File: src/rtl/ptrig_pkg.sv
package ptrig_pkg;

    typedef enum logic [2:0] {
        CC_DC   = 3'd0,
        CC_LO   = 3'd1,
        CC_HI   = 3'd2,
        CC_RISE = 3'd3,
        CC_FALL = 3'd4,
        CC_ANY  = 3'd5
    } cond_e;

    typedef enum logic [1:0] {
        CB_A   = 2'd0,
        CB_AND = 2'd1,
        CB_OR  = 2'd2,
        CB_EXT = 2'd3
    } comb_e;

    typedef enum logic [1:0] {
        SQ_IDLE  = 2'd0,
        SQ_ARMED = 2'd1,
        SQ_COUNT = 2'd2,
        SQ_TRIG  = 2'd3
    } seq_e;

    localparam int CODE_W = 3;

    // one channel against its condition; codes outside the enum are don't care
    function automatic logic chan_hit(input logic [CODE_W-1:0] code,
                                      input logic cur, input logic prv,
                                      input logic prv_ok);
        case (code)
            CC_LO:   return !cur;
            CC_HI:   return cur;
            CC_RISE: return prv_ok && cur && !prv;
            CC_FALL: return prv_ok && !cur && prv;
            CC_ANY:  return prv_ok && (cur ^ prv);
            default: return 1'b1;
        endcase
    endfunction

endpackage

File: src/rtl/ptrig_recog.sv
module ptrig_recog #(
    parameter int NCH = 18
) (
    input  logic [ptrig_pkg::CODE_W*NCH-1:0] codes,
    input  logic [NCH-1:0]                   cur,
    input  logic [NCH-1:0]                   prv,
    input  logic                             prv_ok,
    output logic                             match
);
    localparam int CW = ptrig_pkg::CODE_W;

    logic [NCH-1:0] hit;

    for (genvar i = 0; i < NCH; i++) begin : g_ch
        assign hit[i] = ptrig_pkg::chan_hit(codes[CW*i +: CW], cur[i], prv[i], prv_ok);
    end

    assign match = &hit;

endmodule

File: src/rtl/ptrig_qual.sv
module ptrig_qual #(
    parameter int NCH   = 18,
    parameter int DUR_W = 16
) (
    input  logic             clk,
    input  logic             rst,
    input  logic             smp_valid,
    input  logic [NCH-1:0]   smp_data,
    input  logic             cond,
    input  logic             cfg_fall,
    input  logic             cfg_dur_en,
    input  logic [DUR_W-1:0] cfg_dur_min,
    input  logic [DUR_W-1:0] cfg_dur_max,
    output logic [NCH-1:0]   prv_data,
    output logic             prv_ok,
    output logic             evt
);
    localparam logic [DUR_W-1:0] RUN_SAT = '1;

    logic             cond_q;
    logic [DUR_W-1:0] run;
    logic             level;
    logic             edge_evt;
    logic             dur_evt;

    assign level = cond ^ cfg_fall;

    always_ff @(posedge clk) begin
        if (rst) begin
            prv_data <= '0;
            prv_ok   <= 1'b0;
            cond_q   <= 1'b0;
            run      <= '0;
        end else if (smp_valid) begin
            prv_data <= smp_data;
            prv_ok   <= 1'b1;
            cond_q   <= cond;
            if (!level)
                run <= '0;
            else if (run != RUN_SAT)
                run <= run + 1'b1;
        end
    end

    always_comb begin
        edge_evt = cfg_fall ? (!cond && cond_q) : (cond && !cond_q);
        dur_evt  = !level && (run != '0) && (run >= cfg_dur_min) && (run <= cfg_dur_max);
        evt      = smp_valid && (cfg_dur_en ? dur_evt : edge_evt);
    end

endmodule

File: src/rtl/ptrig_fsm.sv
module ptrig_fsm #(
    parameter int PASS_W = 10
) (
    input  logic              clk,
    input  logic              rst,
    input  logic              arm,
    input  logic              evt,
    input  logic [PASS_W-1:0] cfg_pass,
    output ptrig_pkg::seq_e   state,
    output logic              trig_out
);
    import ptrig_pkg::*;

    logic [PASS_W-1:0] remain;

    always_ff @(posedge clk) begin
        if (rst) begin
            state    <= SQ_IDLE;
            remain   <= '0;
            trig_out <= 1'b0;
        end else begin
            trig_out <= 1'b0;
            if (arm) begin
                remain <= cfg_pass;
                state  <= (cfg_pass == '0) ? SQ_ARMED : SQ_COUNT;
            end else if (evt) begin
                case (state)
                    SQ_COUNT: begin
                        remain <= remain - 1'b1;
                        if (remain == PASS_W'(1))
                            state <= SQ_ARMED;
                    end
                    SQ_ARMED: begin
                        state    <= SQ_TRIG;
                        trig_out <= 1'b1;
                    end
                    default: ;
                endcase
            end
        end
    end

endmodule

File: src/rtl/pattern_trigger.sv
module pattern_trigger #(
    parameter int NCH    = 18,
    parameter int PASS_W = 10,
    parameter int DUR_W  = 16
) (
    input  logic                              clk,
    input  logic                              rst,
    input  logic                              arm,
    input  logic                              smp_valid,
    input  logic [NCH-1:0]                    smp_data,
    input  logic                              ext_trig_in,
    input  logic [ptrig_pkg::CODE_W*NCH-1:0]  cfg_cond_a,
    input  logic [ptrig_pkg::CODE_W*NCH-1:0]  cfg_cond_b,
    input  logic [1:0]                        cfg_comb,
    input  logic                              cfg_fall,
    input  logic [PASS_W-1:0]                 cfg_pass,
    input  logic                              cfg_dur_en,
    input  logic [DUR_W-1:0]                  cfg_dur_min,
    input  logic [DUR_W-1:0]                  cfg_dur_max,
    output logic                              trig_out
);
    import ptrig_pkg::*;

    localparam int NREC = 2;
    localparam int CBW  = CODE_W * NCH;

    logic [CBW-1:0]  rec_codes [NREC];
    logic [NREC-1:0] rec_match;
    logic [NCH-1:0]  prv_data;
    logic            prv_ok;
    logic            cond;
    logic            evt;
    seq_e            fsm_state;

    assign rec_codes[0] = cfg_cond_a;
    assign rec_codes[1] = cfg_cond_b;

    for (genvar r = 0; r < NREC; r++) begin : g_rec
        ptrig_recog #(.NCH(NCH)) u_rec (
            .codes  (rec_codes[r]),
            .cur    (smp_data),
            .prv    (prv_data),
            .prv_ok (prv_ok),
            .match  (rec_match[r])
        );
    end

    always_comb begin
        case (comb_e'(cfg_comb))
            CB_AND:  cond = rec_match[0] && rec_match[1];
            CB_OR:   cond = rec_match[0] || rec_match[1];
            CB_EXT:  cond = ext_trig_in;
            default: cond = rec_match[0];
        endcase
    end

    ptrig_qual #(.NCH(NCH), .DUR_W(DUR_W)) u_qual (
        .clk         (clk),
        .rst         (rst),
        .smp_valid   (smp_valid),
        .smp_data    (smp_data),
        .cond        (cond),
        .cfg_fall    (cfg_fall),
        .cfg_dur_en  (cfg_dur_en),
        .cfg_dur_min (cfg_dur_min),
        .cfg_dur_max (cfg_dur_max),
        .prv_data    (prv_data),
        .prv_ok      (prv_ok),
        .evt         (evt)
    );

    ptrig_fsm #(.PASS_W(PASS_W)) u_fsm (
        .clk      (clk),
        .rst      (rst),
        .arm      (arm),
        .evt      (evt),
        .cfg_pass (cfg_pass),
        .state    (fsm_state),
        .trig_out (trig_out)
    );

endmodule

File: config.mk
export PLATFORM = sky130hd
export DESIGN_NAME = pattern_trigger
export DESIGN_NICKNAME = d
export VERILOG_FILES = /design/src/rtl/ptrig_pkg.sv /design/src/rtl/ptrig_recog.sv /design/src/rtl/ptrig_qual.sv /design/src/rtl/ptrig_fsm.sv /design/src/rtl/pattern_trigger.sv
export SDC_FILE = /design/constraint.sdc
export NUM_CORES = 1
export LEC_CHECK = 0
export ABC_CLOCK_PERIOD_IN_PS = 3500
export BUFFER_PORTS_ARGS = -buffer_cell sky130_fd_sc_hd__buf_2
export CORE_UTILIZATION = 45
export CTS_CLUSTER_DIAMETER = 40
export DETAILED_ROUTE_END_ITERATION = 6
export GPL_TIMING_DRIVEN = 1
export PLACE_DENSITY_LB_ADDON = 0.3
export RECOVER_POWER = 25
export SETUP_SLACK_MARGIN = 0.2
export SYNTH_ARGS = -nofsm -noshare
export SYNTH_HDL_FRONTEND = slang
export SYNTH_SLANG_ARGS = --single-unit
File: constraint.sdc
create_clock -name clk -period 3.5 [get_ports clk]
set_input_delay 0.525 -clock clk [delete_from_list [all_inputs] [get_ports clk]]
set_output_delay 0.525 -clock clk [all_outputs]
set_load 0.05 [all_outputs]
### Yosys cells after proc, flatten, opt, wreduce, memory -nomap -nowiden

Cells that the tools add are included.

* bits in registers: 49
* output and inout port bits: 1

* add/sub/neg operators: 2
* $lt $le $gt $ge: 2
* equal/unequal tests: 189
* mux-type cells: 50
* bitwise gates (word level): 20
* reductions and logical operators: 148

Operators with widths (number)
* == test 3 x 2 -> 1 bit (second input constant): 72
* == test 3 bit (second input constant): 72
* case mux 1 bit (5 select lines): 36
* == test 3 x 1 -> 1 bit (second input constant): 36
* logical AND 1 bit: 97
* zero test 1 bit: 39
* AND reduction 18 bit: 2
* two-way mux 16 bit: 2
* two-way mux 10 bit: 3
* XOR 1 bit: 19
* adder 16 x 1 -> 16 bit (second input constant): 1
* >= comparator 16 bit: 1
* less-or-equal comparator 16 bit: 1
* != test 16 bit (second input constant): 1
* nonzero test 16 bit: 1
* == test 10 x 1 -> 1 bit (second input constant): 1
* zero test 10 bit: 1
* subtractor 10 x 1 -> 10 bit (second input constant): 1
* two-way mux 2 bit: 4
* == test 2 bit (second input constant): 3
* == test 2 x 1 -> 1 bit (second input constant): 2
* case mux 2 bit (2 select lines): 1
* AND reduction 2 bit: 2
* nonzero test 2 bit: 2
* other kinds (9): 11

### Logic depth before layout (Yosys ltp)

* word-level depth: 16
* depth in mapped cells: 14
* depth with buffers taken out: 12

### By module

Synthesis repeated with hierarchy kept, for this count alone.

* cell total of the unflattened synthesis: 708
* area, all modules: 5431.5 um2

By module, submodules not included
* ptrig_qual: instances 1, cells an instance 284, area an instance 2398.6 um2, sequential area each 720.7 um2
* ptrig_recog: instances 2, cells an instance 166, area an instance 1126.1 um2, sequential area each 0.0 um2
* ptrig_fsm: instances 1, cells an instance 87, area an instance 754.5 um2, sequential area each 260.2 um2
* pattern_trigger: instances 1, cells an instance 5, area an instance 26.3 um2, sequential area each 0.0 um2

### Worst setup path before layout

No wires, ideal clock.

* kind: input to register
* start point: in cfg_cond_b[42] (netlist bit)
* end point: reg u_fsm.remain[5]
* setup time: 0.122 ns
* arrival: 2.708 ns
* required time: 3.378 ns
* slack: 0.670 ns
* stages on the path: 11
* path buffers: 1
* cell sequence: or3b_1 o311ai_0 o22ai_1 nor4_2 nand3_1 o211ai_1 nand2_2 mux2_4 buf_4 a311oi_2 nor3b_1

* cells in the longest elaborated chain, start to end: 14

RTL lines
* from (decl): RTL line pattern_trigger.sv:13 `input logic [ptrig_pkg::CODE_W*NCH-1:0] cfg_cond_b,`
* == test 3 bit (tied with other cells): RTL line ptrig_pkg.sv:32 `case (code)`
* case mux 1 bit (5 select lines) *: RTL line ptrig_pkg.sv:32
* AND reduction 18 bit *: RTL line ptrig_recog.sv:18 `assign match = &hit;`
* logical OR 1 bit / logical AND 1 bit (equally long branches): RTL line pattern_trigger.sv:51, pattern_trigger.sv:50
* case mux 1 bit (3 select lines) *: RTL line pattern_trigger.sv:49 `case (comb_e'(cfg_comb))`
* XOR 1 bit: RTL line ptrig_qual.sv:26 `assign level = cond ^ cfg_fall;`
* zero test 1 bit
* logical AND 1 bit (3 in a row): RTL line ptrig_qual.sv:47 `dur_evt = !level && (run != '0) && (run >= cfg_dur_min) && (run <= cfg_dur_max);`
* two-way mux 1 bit *: RTL line ptrig_qual.sv:48 `evt = smp_valid && (cfg_dur_en ? dur_evt : edge_evt);`
* logical AND 1 bit *: RTL line ptrig_qual.sv:48
* nonzero test 2 bit (no source line) *
* AND reduction 2 bit (no source line) *
* to (signal assigned): RTL line ptrig_fsm.sv:24 `remain <= cfg_pass;`
* to (signal assigned): RTL line ptrig_fsm.sv:29 `remain <= remain - 1'b1;`
* to (decl): RTL line ptrig_fsm.sv:14 `logic [PASS_W-1:0] remain;`

Mark *: on every way between the ends. The rest lies on a longest branch, timed or not.
A chain may end at the register's enable or synchronous reset.

### Worst setup path in the final report

* start point: reg u_qual.prv_ok
* end point: reg u_qual.run[9]

* cells in the longest elaborated chain, start to end: 9

RTL lines
* from (decl): RTL line ptrig_qual.sv:15 `output logic prv_ok,`
* from (signal assigned): RTL line ptrig_qual.sv:31 `prv_ok <= 1'b0;`
* from (signal assigned): RTL line ptrig_qual.sv:36 `prv_ok <= 1'b1;`
* logical AND 1 bit, on equally long branches (2 in a row): RTL line ptrig_pkg.sv:36, ptrig_pkg.sv:35
* case mux 1 bit (5 select lines): RTL line ptrig_pkg.sv:32
* AND reduction 18 bit: RTL line ptrig_recog.sv:18
* logical OR 1 bit / logical AND 1 bit (equally long branches): RTL line pattern_trigger.sv:51, pattern_trigger.sv:50
* case mux 1 bit (3 select lines) *: RTL line pattern_trigger.sv:49
* XOR 1 bit *: RTL line ptrig_qual.sv:26
* != test 2 bit (no source line)
* AND reduction 2 bit (no source line)
* to (signal assigned): RTL line ptrig_qual.sv:41 `run <= run + 1'b1;`
* to (decl): RTL line ptrig_qual.sv:21 `logic [DUR_W-1:0] run;`

Marked as above.

==> impl_results.md <==
- Final WL: about 15000 µm
- Final Skew: roughly 0.010 ns
- Reg-to-reg critical path startpoint: u_qual.prv_ok
- Startpoint of the worst hold path: cfg_pass[2]
- Crit Path Class: flip-flop to flip-flop
- Fin. Hold Viols: 0
- CTS Buffer Depth: 2
- Skew-Pair Late Insertion Delay: around 0.31 ns
- Initial core utilization: around 47%
- Hpwl dp: approximately 12000 µm
- Worst-Margin Slew: around 0.97 ns
- Post-synth EDFFs: 0
- H-tree depth: 2
- Syn_area_per_cell: 7.55 µm²
- Ports: between 150 and 200
- Commonest non-fill, non-tap cell in the layout: buf_2
- Delay-heaviest family, CP: simple AND/OR/NAND/NOR gates
- Crit Path Max Fanout: 24
- Syn Nets: 868
- Tot GR Track Use: 25.8%
- CP Buf/Inv Count: 2
- Drt drc: 0
- Die Ht: around 110 µm
- Post-synthesis sequential area ratio: between 10% and 20%
- CORE AREA: 10500 µm²
- First-pass GRT wire length: between 20000 and 25000 µm
- Port buffer count: 177
- Critical Path Sink Type: flip-flop
- Largest cells by area after synthesis: dfxtp_1 (20%), ha_1 (9.1%), a21oi_1 (6.8%), a221oi_1 (4.3%), nor2_1 (3.9%)
- Die ar.: between 10000 and 15000 µm²
- # fillers: 949
- Routed length per instance: roughly 16 µm
- GP Congestion: 0.903
- TNS Setup: 0 ns
- Row cnt: 37
- Slew Limit Fails: 0
- Seq cells post-synth: slightly below 50
- YS warnings: 0
- Fmax: 319 MHz
- CP max stage cell: or4_1
- Area share of the largest cell type after synthesis: around 20%
- Nets: approximately 1000
- Root Buffer: clkbuf_8
- # clock sinks: between 40 and 50
- Worst EP arrival: approximately 3.4 ns
- Final Instance Count excl. Fillers: 961
- Asr flop ratio synth: 0%
- Most frequent cells in the layout: buf_2 (176), a21oi_1 (67), nor2_1 (52), nand2_1 (50), inv_1 (49)
- VDD IR max: around 0.00016 V
- DRT antenna net count: 0
- Max incr delay on CP: about 0.47 ns
- Cts bufs inserted: 5
- Antenna violations before repair: 0
- DIE WIDTH: 107 µm
- Setup-failing EPs final: 0
- CTS tree: yes
- Largest net degree at the start of global routing: between 40 and 50
- Worst-path clk slew: approximately 0.1 ns
- Total grt overflow: 0
- Power per Cell Area: ~240 nW/µm²
- Layout area overhead: 23.2%
- Antenna Cells: 0
- Placed Cells: 950
- WP data required: approximately 3.7 ns
- Mapped Area: 4940 µm²
- Number of DRC markers in iteration 0: around 270
- P_leak: around 2.7 nW
- Final core occ: roughly 58%
- Worst setup SP type: flip-flop
- Max transition margin: between 30% and 40%
- DR pass1 iterations: 5
- RSZ-0062 raised after global routing: false
- Yosys cell types: 66
- CP cell instances: buf_12 > nand2_1 > a211oi_1 > a221oi_1 > nor4_1 > nand4_1 > o22a_1 > nor3_4 > nor3_2 > buf_4 > or4_1 > a21oi_1
- Tcrit/Tclk final: about nine tenths
- Vias in the first global route: ~5600
- Ys flop type: dfxtp_1
- Hold/Removal Path Class: primary input to flip-flop
- Tmin final: around 3.1 ns
- CP startpoint: u_qual.prv_ok
- Final Power: around 0.0015 W
- Layout cells sized above 1: 25.7%
- Hold buffer count at cts: 0
- Max_cap viols: 0
- Status: finished clean
- Area leader, netlist: dfxtp_1
- Vias per cell: about 6
- Vias: around 5800
- Cells after Synth: roughly 660
## tightest hold or removal path, delay by kind of cell
kind	cells	cell delay [ns]
compound gates	1	0.08
buf+inv	1	0.08
simple gates	1	0.08
## path summary, 6_finish.rpt
check                     to  depth (start not counted)  slack (ns)
max            u_qual.run[9]                         12        0.37
min          u_fsm.remain[2]                          3        0.49
max reg2reg    u_qual.run[9]                         12        0.37
min reg2reg    u_qual.cond_q                          2        0.50
## sequential cells by signal (all words and copies together), names as in the netlist
signal / count
u_qual.run: 16
u_qual.prv_ok: 1
u_fsm.state: 2
u_fsm.remain: 10
u_qual.prv_data: 18
u_fsm.trig_out: 1
u_qual.cond_q: 1
## report_power, final
group          internal [W]  switching, W  total [W]  leakage (nW)
Sequential         0.000581     0.0000240   0.000605         0.402
Combinational      0.000214      0.000244   0.000458          2.25
Clock              0.000215      0.000208   0.000423        0.0554
## per-layer routing
layer,GRT usage (%),vias up,share of wire (%)
li1,-,2868,-
met1,30.8,2667,42
met2,47.2,200,50
met3,4.74,19,6.7
met4,6.75,0,1.3
met5,0,-,0
## kinds of logic (layout without fill, tap and decap cells)
group                      after synthesis  count (layout)  synth area share [%]
DFF                                     49              49                  19.8
and+or+nand+nor                        243             243                  27.2
adders and majority gates               36              36                  9.11
muxes                                   25              25                  5.34
AOI/OAI and AO/OA                      229             229                  31.9
buffers and inverters                   71             241                  6.28
xor gates and xnor gates                 2               2                 0.354
## what timing repair did
item,CTS,global route
resized for setup,0,6
setup endpoints to repair,0,22
hold endpoints to repair,0,0
buffers inserted,0,2
## cells in the mapped netlist (6+ instances only)
cell      instances
a21oi_1          67
nor2_1           52
nand2_1          50
dfxtp_1          49
inv_1            49
ha_1             36
a211oi_1         24
a221oi_1         24
nand2b_1         22
o22ai_1          21
o21ai_0          20
mux2i_1          19
nand4_1          14
nor3b_1          14
a21o_1           12
clkbuf_1         11
nand3_1          11
nor2b_1          11
nor4_1            9
o31ai_1           9
or4_1             9
nor3_1            7
and3_1            6
o311ai_0          6
or3_1             6
or3b_1            6
## cell type report
cell class / count / area [µm²] / area share, %
sequential: 49 / 985 / 16.2
inverter: 49 / 184 / 3.02
tap: 136 / 170 / 2.79
clock buffer: 6 / 72.6 / 1.19
clock inverter: 2 / 38.8 / 0.637
multi-input combinational: 535 / 3680 / 60.4
timing repair buffer: 184 / 960 / 15.8
## per-stage QoR
step | hold slack, ns | setup slack, ns | area (µm²)
3_3_place_gp | 0.474 | 0.267 | 5920
6_report | 0.485 | 0.366 | 6090
4_1_cts | 0.472 | 0.279 | 6030
3_5_place_dp | 0.498 | 0.195 | 5920
2_1_floorplan | 0.454 | 0.670 | 4940
5_1_grt | 0.487 | 0.191 | 6090
No activity file was read; power rests on OpenSTA's default activity.
